File: src/rtl/alw_pkg.sv
package alw_pkg;

    typedef enum logic [2:0] {
        ST_IDLE    = 3'd0,
        ST_SETUP   = 3'd1,
        ST_PROBE   = 3'd2,
        ST_RD_PRE  = 3'd3,
        ST_WR_INV  = 3'd4,
        ST_RD_POST = 3'd5,
        ST_DONE    = 3'd6
    } alw_state_e;

endpackage

File: src/rtl/alw_mask_walker.sv
module alw_mask_walker #(
    parameter int ADDR_W     = 16,
    parameter int WORD_BYTES = 4
) (
    input  logic              clk,
    input  logic              rst_n,
    input  logic              load,
    input  logic              advance,
    input  logic [ADDR_W-1:0] test_addr,
    input  logic [ADDR_W-1:0] base_addr,
    input  logic [ADDR_W:0]   limit,
    output logic [ADDR_W:0]   mask,
    output logic [ADDR_W-1:0] partner,
    output logic              in_range
);
    localparam int MASK_W = ADDR_W + 1;
    localparam logic [MASK_W-1:0] INIT_MASK = MASK_W'(WORD_BYTES);
    localparam logic [MASK_W-1:0] LOW_BITS  = MASK_W'(WORD_BYTES - 1);

    logic [MASK_W-1:0] mask_q;

    always_ff @(posedge clk or negedge rst_n) begin
        if (!rst_n) begin
            mask_q <= INIT_MASK;
        end else if (load) begin
            mask_q <= INIT_MASK;
        end else if (advance) begin
            mask_q <= {mask_q[MASK_W-2:0], 1'b0};
        end
    end

    always_comb begin
        mask     = mask_q;
        partner  = test_addr ^ mask_q[ADDR_W-1:0];
        in_range = (partner >= base_addr) && ({1'b0, partner} < limit);
    end


    mask_floor_chk: assert property (@(posedge clk) disable iff (!rst_n)
        ((mask_q & LOW_BITS) == '0) && ($countones(mask_q) == 1));

endmodule

File: src/rtl/alw_alias_judge.sv
module alw_alias_judge #(
    parameter int DATA_W = 32,
    parameter int MASK_W = 17,
    parameter int IDX_W  = 4
) (
    input  logic              clk,
    input  logic              rst_n,
    input  logic              capture,
    input  logic [DATA_W-1:0] rdata,
    input  logic              force_en,
    input  logic [IDX_W-1:0]  force_bit,
    input  logic [MASK_W-1:0] mask,
    output logic [DATA_W-1:0] wval,
    output logic              hit
);
    logic [DATA_W-1:0] wval_q;
    logic              forced;
    logic [DATA_W-1:0] observed;

    always_ff @(posedge clk or negedge rst_n) begin
        if (!rst_n) begin
            wval_q <= '0;
        end else if (capture) begin
            wval_q <= ~rdata;
        end
    end

    always_comb begin
        forced   = force_en && (mask == (MASK_W'(1) << force_bit));
        observed = forced ? wval_q : rdata;
        hit      = (observed == wval_q);
        wval     = wval_q;
    end

endmodule

File: src/rtl/addr_line_walker.sv
module addr_line_walker
    import alw_pkg::*;
#(
    parameter int ADDR_W     = 16,
    parameter int DATA_W     = 32,
    parameter int TAIL_BYTES = 8
) (
    input  logic                      clk,
    input  logic                      rst_n,
    input  logic                      start,
    input  logic [ADDR_W-1:0]         base_addr,
    input  logic [ADDR_W:0]           region_size,
    input  logic                      dbg_force_en,
    input  logic [$clog2(ADDR_W)-1:0] dbg_force_bit,
    output logic                      mem_req,
    output logic                      mem_we,
    output logic [ADDR_W-1:0]         mem_addr,
    output logic [DATA_W-1:0]         mem_wdata,
    input  logic                      mem_ack,
    input  logic [DATA_W-1:0]         mem_rdata,
    output logic                      busy,
    output logic                      done,
    output logic                      pass,
    output logic [ADDR_W-1:0]         fail_test_addr,
    output logic [ADDR_W-1:0]         fail_partner_addr,
    output logic [ADDR_W-1:0]         fail_mask
);
    localparam int WORD_BYTES = DATA_W / 8;
    localparam int MASK_W     = ADDR_W + 1;
    localparam int IDX_W      = $clog2(ADDR_W);

    alw_state_e state_q, state_d;

    logic [ADDR_W-1:0] base_q, top_q, test_q;
    logic [ADDR_W:0]   limit_q;
    logic [ADDR_W:0]   limit_calc;
    logic              pass_sel_q, pass_q;
    logic [ADDR_W-1:0] fail_test_q, fail_part_q, fail_mask_q;

    logic [MASK_W-1:0] mask_w;
    logic [ADDR_W-1:0] partner_w;
    logic              in_range_w, exhausted_w;
    logic              load_w, advance_w, capture_w;
    logic [DATA_W-1:0] wval_w;
    logic              hit_w;

    assign limit_calc  = {1'b0, base_addr} + region_size;
    assign exhausted_w = mask_w[ADDR_W];

    alw_mask_walker #(
        .ADDR_W    (ADDR_W),
        .WORD_BYTES(WORD_BYTES)
    ) walker_i (
        .clk      (clk),
        .rst_n    (rst_n),
        .load     (load_w),
        .advance  (advance_w),
        .test_addr(test_q),
        .base_addr(base_q),
        .limit    (limit_q),
        .mask     (mask_w),
        .partner  (partner_w),
        .in_range (in_range_w)
    );

    alw_alias_judge #(
        .DATA_W(DATA_W),
        .MASK_W(MASK_W),
        .IDX_W (IDX_W)
    ) judge_i (
        .clk      (clk),
        .rst_n    (rst_n),
        .capture  (capture_w),
        .rdata    (mem_rdata),
        .force_en (dbg_force_en),
        .force_bit(dbg_force_bit),
        .mask     (mask_w),
        .wval     (wval_w),
        .hit      (hit_w)
    );

    // State register
    always_ff @(posedge clk or negedge rst_n) begin
        if (!rst_n) begin
            state_q <= ST_IDLE;
        end else begin
            state_q <= state_d;
        end
    end

    // Next-state logic
    always_comb begin
        state_d = state_q;
        unique case (state_q)
            ST_IDLE, ST_DONE: begin
                if (start) state_d = ST_SETUP;
            end
            ST_SETUP: state_d = ST_PROBE;
            ST_PROBE: begin
                if (exhausted_w) begin
                    state_d = pass_sel_q ? ST_DONE : ST_SETUP;
                end else if (in_range_w) begin
                    state_d = ST_RD_PRE;
                end
            end
            ST_RD_PRE: begin
                if (mem_ack) state_d = ST_WR_INV;
            end
            ST_WR_INV: begin
                if (mem_ack) state_d = ST_RD_POST;
            end
            ST_RD_POST: begin
                if (mem_ack) state_d = hit_w ? ST_DONE : ST_PROBE;
            end
            default: state_d = ST_IDLE;
        endcase
    end

    // Outputs and datapath controls
    always_comb begin
        mem_req   = (state_q == ST_RD_PRE) || (state_q == ST_WR_INV) ||
                    (state_q == ST_RD_POST);
        mem_we    = (state_q == ST_WR_INV);
        mem_addr  = (state_q == ST_WR_INV) ? test_q : partner_w;
        mem_wdata = wval_w;
        busy      = (state_q != ST_IDLE) && (state_q != ST_DONE);
        done      = (state_q == ST_DONE);
        pass      = done && pass_q;
        load_w    = (state_q == ST_SETUP);
        capture_w = (state_q == ST_RD_PRE) && mem_ack;
        advance_w = ((state_q == ST_PROBE) && !exhausted_w && !in_range_w) ||
                    ((state_q == ST_RD_POST) && mem_ack && !hit_w);
        fail_test_addr    = fail_test_q;
        fail_partner_addr = fail_part_q;
        fail_mask         = fail_mask_q;
    end

    // Run context and result registers
    always_ff @(posedge clk or negedge rst_n) begin
        if (!rst_n) begin
            base_q      <= '0;
            limit_q     <= '0;
            top_q       <= '0;
            test_q      <= '0;
            pass_sel_q  <= 1'b0;
            pass_q      <= 1'b0;
            fail_test_q <= '0;
            fail_part_q <= '0;
            fail_mask_q <= '0;
        end else begin
            if ((state_q == ST_IDLE || state_q == ST_DONE) && start) begin
                base_q      <= base_addr;
                limit_q     <= limit_calc;
                top_q       <= limit_calc[ADDR_W-1:0] - ADDR_W'(TAIL_BYTES);
                pass_sel_q  <= 1'b0;
                pass_q      <= 1'b0;
                fail_test_q <= '0;
                fail_part_q <= '0;
                fail_mask_q <= '0;
            end
            if (state_q == ST_SETUP) begin
                test_q <= pass_sel_q ? top_q : base_q;
            end
            if (state_q == ST_PROBE && exhausted_w) begin
                if (pass_sel_q) pass_q <= 1'b1;
                else            pass_sel_q <= 1'b1;
            end
            if (state_q == ST_RD_POST && mem_ack && hit_w) begin
                fail_test_q <= test_q;
                fail_part_q <= partner_w;
                fail_mask_q <= mask_w[ADDR_W-1:0];
            end
        end
    end


    req_hold_chk: assert property (@(posedge clk) disable iff (!rst_n)
        (mem_req && !mem_ack) |=> (mem_req && $stable(mem_addr) &&
                                   $stable(mem_we) && $stable(mem_wdata)));


    read_range_chk: assert property (@(posedge clk) disable iff (!rst_n)
        (mem_req && !mem_we) |-> ((mem_addr >= base_q) &&
                                  ({1'b0, mem_addr} < limit_q)));


    write_target_chk: assert property (@(posedge clk) disable iff (!rst_n)
        (mem_req && mem_we) |-> ((mem_addr == base_q) || (mem_addr == top_q)));


    done_busy_chk: assert property (@(posedge clk) disable iff (!rst_n)
        !(done && busy));


    fail_report_chk: assert property (@(posedge clk) disable iff (!rst_n)
        (done && !pass) |-> ($countones(fail_mask) == 1));

endmodule

File: config.mk
export PLATFORM = sky130hd
export DESIGN_NAME = addr_line_walker
export DESIGN_NICKNAME = d
export VERILOG_FILES = /design/src/rtl/alw_pkg.sv /design/src/rtl/alw_mask_walker.sv /design/src/rtl/alw_alias_judge.sv /design/src/rtl/addr_line_walker.sv
export SDC_FILE = /design/constraint.sdc
export NUM_CORES = 1
export LEC_CHECK = 0
export ABC_AREA = 1
export BUFFER_PORTS_ARGS = -buffer_cell sky130_fd_sc_hd__buf_2
export CAP_MARGIN = 30
export CORE_MARGIN = 4
export CORE_UTILIZATION = 52
export CTS_BUF_LIST = sky130_fd_sc_hd__clkbuf_16
export DETAILED_ROUTE_END_ITERATION = 8
export HOLD_SLACK_MARGIN = 0.02
export PLACE_DENSITY = 0.78
export SLEW_MARGIN = 10
export SYNTH_ARGS = -nofsm -noshare
export SYNTH_HDL_FRONTEND = slang
export SYNTH_HIERARCHICAL = 1
export SYNTH_SLANG_ARGS = --single-unit
File: constraint.sdc
create_clock -name clk -period 2.2 [get_ports clk]
set_clock_uncertainty 0.05 [all_clocks]
set_input_delay 0.22 -clock clk [delete_from_list [all_inputs] [get_ports clk]]
set_output_delay 0.22 -clock clk [all_outputs]
set_load 0.03 [all_outputs]
Word-level counts from Yosys, hierarchy flattened
Index checks and enable logic that the tools add are counted.
Widths: inputs -> output; s select.
{"block": "totals", "latchBits": 0, "rom_bits": 0, "in_bits": 74, "output_inout_bits": 101, "memories": 0, "register_bits": 167, "wordCells": 82, "mem_bits_rw": 0}
{"block": "op_classes", "n_mul": 0, "bitwise": 2, "addsub": 2, "shifts": 1, "eq_ne": 14, "div_mod_pow": 0, "magnitude_cmp": 2, "reduce_logical": 25, "n_mux": 24}
{"cell": "$mux 16", "n": 6}
{"cell": "$mux 17", "n": 2}
{"cell": "$eq 32x32->1", "n": 1}
{"cell": "$mux 32", "n": 1}
{"cell": "$not 32->32", "n": 1}
{"cell": "$mux 3", "n": 8}
{"cell": "$pmux 3 s6", "n": 1}
{"cell": "$add 16x17->17", "n": 1}
{"cell": "$eq 17x17->1", "n": 1}
{"cell": "$lt 16x17->1", "n": 1}
{"cell": "$shl 1x4->17 const A", "n": 1}
{"cell": "$ge 16x16->1", "n": 1}
{"cell": "$sub 16x4->16 const B", "n": 1}
{"cell": "$xor 16x16->16", "n": 1}
{"cell": "$logic_and 1x1->1", "n": 12}
{"cell": "$eq 3x3->1 const B", "n": 3}
{"cell": "$eq 3x2->1 const B", "n": 2}
{"cell": "$mux 1", "n": 6}
{"cell": "$ne 2x2->1 const B", "n": 3}
{"cell": "$reduce_and 5->1", "n": 1}
{"cell": "$logic_or 1x1->1", "n": 4}
{"cell": "$reduce_bool 2->1", "n": 2}
{"cell": "$eq 3x1->1 const B", "n": 1}
{"cell": "$logic_not 1->1", "n": 3}
{"cell": "6 further kinds", "n": 6}

Depth between registers and ports, before layout
{"block": "logic_depth", "depth_word": 10, "ltp_mapped": 17, "mapped_depth_nobuf": 16}

By module
The synthesis kept the hierarchy.
{"mod": "addr_line_walker", "cells_per_inst": 823, "instances": 1, "seq_area_each_um2": 2877.8, "area_per_inst_um2": 6294.8}
{"mod": "alw_alias_judge", "cells_per_inst": 267, "instances": 1, "seq_area_each_um2": 800.8, "area_per_inst_um2": 1960.6}
{"mod": "alw_mask_walker", "cells_per_inst": 220, "instances": 1, "seq_area_each_um2": 376.6, "area_per_inst_um2": 1576.5}

Least setup slack after synthesis
No wires, ideal clock.
{"block": "synth_timing", "path_type": "reg-to-reg", "from": "register walker_i.mask_q[2] (netlist: walker_i/mask[2])", "to": "register walker_i.mask_q[6] (netlist: walker_i/mask[6])", "n_path_buf": 0, "arrival_time_ns": 2.183, "setup_ns": 0.083, "t_required_ns": 2.067, "synth_period_minus_slack_ns": 2.315, "path_stages_with_launch": 17, "path_slack_ns": -0.115, "path_cell_list": "dfstp_2 xor2_1 ha_1 nand2_1 nand2_1 nand2_1 nand2_1 nand2_1 nand2_1 nand2_1 nand2_1 a21oi_1 nor3_1 a31o_2 nor2_2 inv_2 o21ai_0"}
{"block": "synth_via", "word_cells_on_any_way": 14, "cone_classes": "order compare: 2; eq/ne: 2; mux: 1; bitwise: 1; reduce/logical: 8"}
{"item": "from (decl)", "line": "alw_mask_walker.sv:20", "text": "logic [MASK_W-1:0] mask_q;"}
{"item": "from (signal assigned)", "line": "alw_mask_walker.sv:28", "text": "mask_q <= {mask_q[MASK_W-2:0], 1'b0};"}
{"item": "$xor 16x16->16 (*)", "line": "alw_mask_walker.sv:34", "text": "partner = test_addr ^ mask_q[ADDR_W-1:0];"}
{"item": "via partner_w[2]", "line": "addr_line_walker.sv:41", "text": "logic [ADDR_W-1:0] partner_w;"}
{"item": "$lt 16x17->1 or $ge 16x16->1 (tied branches)", "line": "alw_mask_walker.sv:35", "text": "in_range = (partner >= base_addr) && ({1'b0, partner} < limit);"}
{"item": "$logic_and 1x1->1 (*)", "line": "alw_mask_walker.sv:35"}
{"item": "via in_range_w", "line": "addr_line_walker.sv:42", "text": "logic in_range_w, exhausted_w;"}
{"item": "$logic_not 1->1 (*)", "line": "addr_line_walker.sv:131", "text": "advance_w = ((state_q == ST_PROBE) && !exhausted_w && !in_range_w) ||"}
{"item": "$logic_and 1x1->1 (*)", "line": "addr_line_walker.sv:131"}
{"item": "$logic_or 1x1->1 (*)", "line": "addr_line_walker.sv:131"}
{"item": "via advance_w", "line": "addr_line_walker.sv:43", "text": "logic load_w, advance_w, capture_w;"}
{"item": "$reduce_bool 2->1 (no line) (*)"}
Mark *: on every way through the listed nets, which the timed path passes. The rest lies on a longest branch.
A chain may end at the register's enable or synchronous reset.

Final worst setup path
{"block": "layout_timing", "from": "register walker_i.mask_q[6] (netlist: walker_i/mask[6])", "to": "register walker_i.mask_q[8] (netlist: walker_i/mask[8])"}
Same word-level chain as after synthesis.

==> metrics.txt <==
outcome=complete, but fails checks; failing checks=setup timing; final setup fails=66; fin crit share=110.0%; worst slew pin tran=0.8678 ns; antenna cell count=0; Core Util, Final=69.64%; Met1 Wirelength=12810 um; fillers=1464; final layout net count=1721; startpoint class of the critical path=flop; initial core utilization=52.74%; Num CTS Buffers=17; Met3 Routed Length=1559 um; Synth async-reset ratio=100.0%; drt drc=0; setup_tns=-6.468 ns; Syn Area/Cell=7.505 sq um; initial antenna violation count=0; CP delay by family, top=simple AND/OR/NAND/NOR gates; CTS H-tree depth=4; Inst Count DP=1755; cell taking the most area after synthesis=dfrtp_1; CP most frequent cell=nand2_1; sequential element share of the synthesized area=41.24%; final WL=29340 um; Total Power=16.10 mW; highest clock rate=413.1 MHz; Lkg Pwr=6.920 nW; clock root buffer master=clkbuf_16; Buf/Inv on CP=1; Synth Flop Type=dfrtp_1; fraction of final layout cells sized beyond drive strength 1=23.53%; worst skew pair latency=0.43 ns; DIE AREA=21170 sq um; Worst VDD drop=630.0 uV; count of input and output buffers=174; vias in the first global route=9411; GRT Overall Usage=26.94%; Worst EP required=2.50 ns; Via density=5.260; Post-Synthesis Cells=1310; DR iter-0 viols=726; Final Hold Fails=0; Final min period=2.420 ns; die height=145.5 um; post-route insts no fill=1845; worst hold-check path type=primary input to flop; PwrDens=1240 nW/um^2; Vias=9704; Critical Path End Type=flop; Worst path slowest cell=dfrtp_1; Std-Cell Rows=50; top-count cell post-synth=nand2_1; Area Growth Syn to Fin=32.06%; Final WS setup=-0.2204 ns; crit path DAT=2.72 ns; Final Max Slew Viols=0; largest net degree at the start of global routing=81; antenna viol nets, final=0; deepest clock path buffer count=2; Post-synth EDFFs=0; grt ovf=0; yosys synthesis warning count=6; # IOs=175; global-route wire length before repair=47000 um; max cap viols=0; routability cong.=0.9297; Die Wd=145.5 um; Highest Signal Layer=met4; Setup Crit Path Kind=flop to flop; Synth cell types=43; First-pass DRT Iterations=5; Post-synth top cells=nand2_1 (352), inv_1 (181), dfrtp_1 (161); post-synthesis register bit count=162; Mapped Area=9832 sq um; WHS=0.03828 ns; sequence of cells on the critical path=xor2_1 -> ha_1 -> nand2_1 -> a21oi_1 -> nor2_1 -> nand2_1 -> nand2_1 -> nand2_1 -> a21oi_2 -> nor3_2 -> a31o_4 -> nor2_4 -> inv_4 -> o22ai_1; share of the synthesized area in the top cell type=40.98%; post-DP HPWL=20500 um; CP peak stage delay=0.42 ns; clock-pin slew on the worst setup and hold paths=0.06 ns; CP max FO=10; RSZ-0062 raised after global routing=yes; DR WL/cell=15.90 um; clk sink count=162; Area contributors post-synth=dfrtp_1 (41%), nand2_1 (13%), inv_1 (6.9%); CTS tree=yes; CORE AREA=18640 sq um; max_slew headroom=42.06%; Routed met2 length=14270 um
worst reg2reg max path: stages, from the launching register on:
cell and delay, ns:
dfrtp_1 0.42, xor2_1 0.31, ha_1 0.31, nand2_1 0.07, a21oi_1 0.07, nor2_1 0.11
nand2_1 0.08, nand2_1 0.07, nand2_1 0.06, a21oi_2 0.12, nor3_2 0.07, a31o_4 0.25
nor2_4 0.15, inv_4 0.09, o22ai_1 0.12
placed cells by master, fill, tap and decap left out, types with 46 or more instances in the layout:
| cell type | n |
|---|---|
| inv_1 | 182 |
| ha_1 | 47 |
| nor2_1 | 62 |
| dfrtp_1 | 159 |
| nand2_1 | 351 |
| o21ai_0 | 108 |
| nand3_1 | 111 |
| dlygate4sd3_1 | 46 |
| buf_2 | 162 |
| buf_4 | 95 |
metal layers:
metal  GRT usage [%]  vias up
met4           8.642        0
met5               0        -
met1           35.05     4515
met3           5.107       52
met2           45.76      349
li1                -     4788
through the flow:
step / instance area [sq um] / setup WS (ns)
after floorplan: 9859 / -0.01997
after global placement: 11500 / -0.2236
after detailed placement: 11500 / -0.3040
after CTS: 12710 / -0.1791
after global routing: 12980 / -0.4057
final: 12980 / -0.2204
flip-flops by register name, indices dropped and copies added, names as in the netlist, 15 cells and up:
signal / flops
walker_i/mask: 15
fail_mask: 16
fail_test_addr: 16
fail_partner_addr: 16
test_q: 16
judge_i/wval: 32
top_q: 16
base_q: 16
kinds of logic (layout without fill, tap and decap cells):
logic type      Yosys count  after routing  synth area share, %
xor+xnor                 46             46                4.098
compound gates          204            204                11.29
buf+inv                 242            542                9.863
simple gates            606            606                27.16
fa+ha+maj                49             49                6.312
flops                   162            162                41.24
other cells               1              2              0.03814
timing repair:
item / 4_1_cts / 5_1_grt
setup buffers: 2 / 5
hold endpoints to repair: 88 / 0
endpoints found under the setup margin: 34 / 78
pin swaps: 6 / 2
hold buffers: 46 / 0
gates resized for setup: 23 / 39
gates cloned: 0 / 5
final timing paths:
check	startpoint	end	slack (ns)	cells after the start
worst max-delay path	walker_i/mask[6]$_DFFE_PN0P_	walker_i/mask[8]$_DFFE_PN0P_	-0.22	14
worst min-delay path	base_addr[7]	base_q[7]$_DFFE_PN0P_	0.04	3
worst max register to register	walker_i/mask[6]$_DFFE_PN0P_	walker_i/mask[8]$_DFFE_PN0P_	-0.22	14
worst min register to register	top_q[12]$_DFFE_PN0P_	top_q[12]$_DFFE_PN0P_	0.43	2
max in group asynchronous	rst_n	state_q[0]$_DFFE_PN0P_	1.13	3
min in group asynchronous	rst_n	judge_i/wval[25]$_DFFE_PN0P_	0.24	2
power by group:
part | internal [mW] | switching [mW] | total (mW)
registers | 3.90 | 0.735 | 4.64
logic | 3.07 | 5.15 | 8.22
clock network | 2.01 | 1.24 | 3.25
layout make-up:
cell class | count | area, sq um | area share (%)
clock buffer | 17 | 425.4 | 3.276
clock inverter | 15 | 215.2 | 1.658
inverter | 192 | 725.7 | 5.589
multi-input combinational | 907 | 5005 | 38.55
sequential | 162 | 4058 | 31.25
tap | 234 | 292.8 | 2.255
timing repair buffer | 318 | 2262 | 17.42
(Power assumes the default switching activity.)
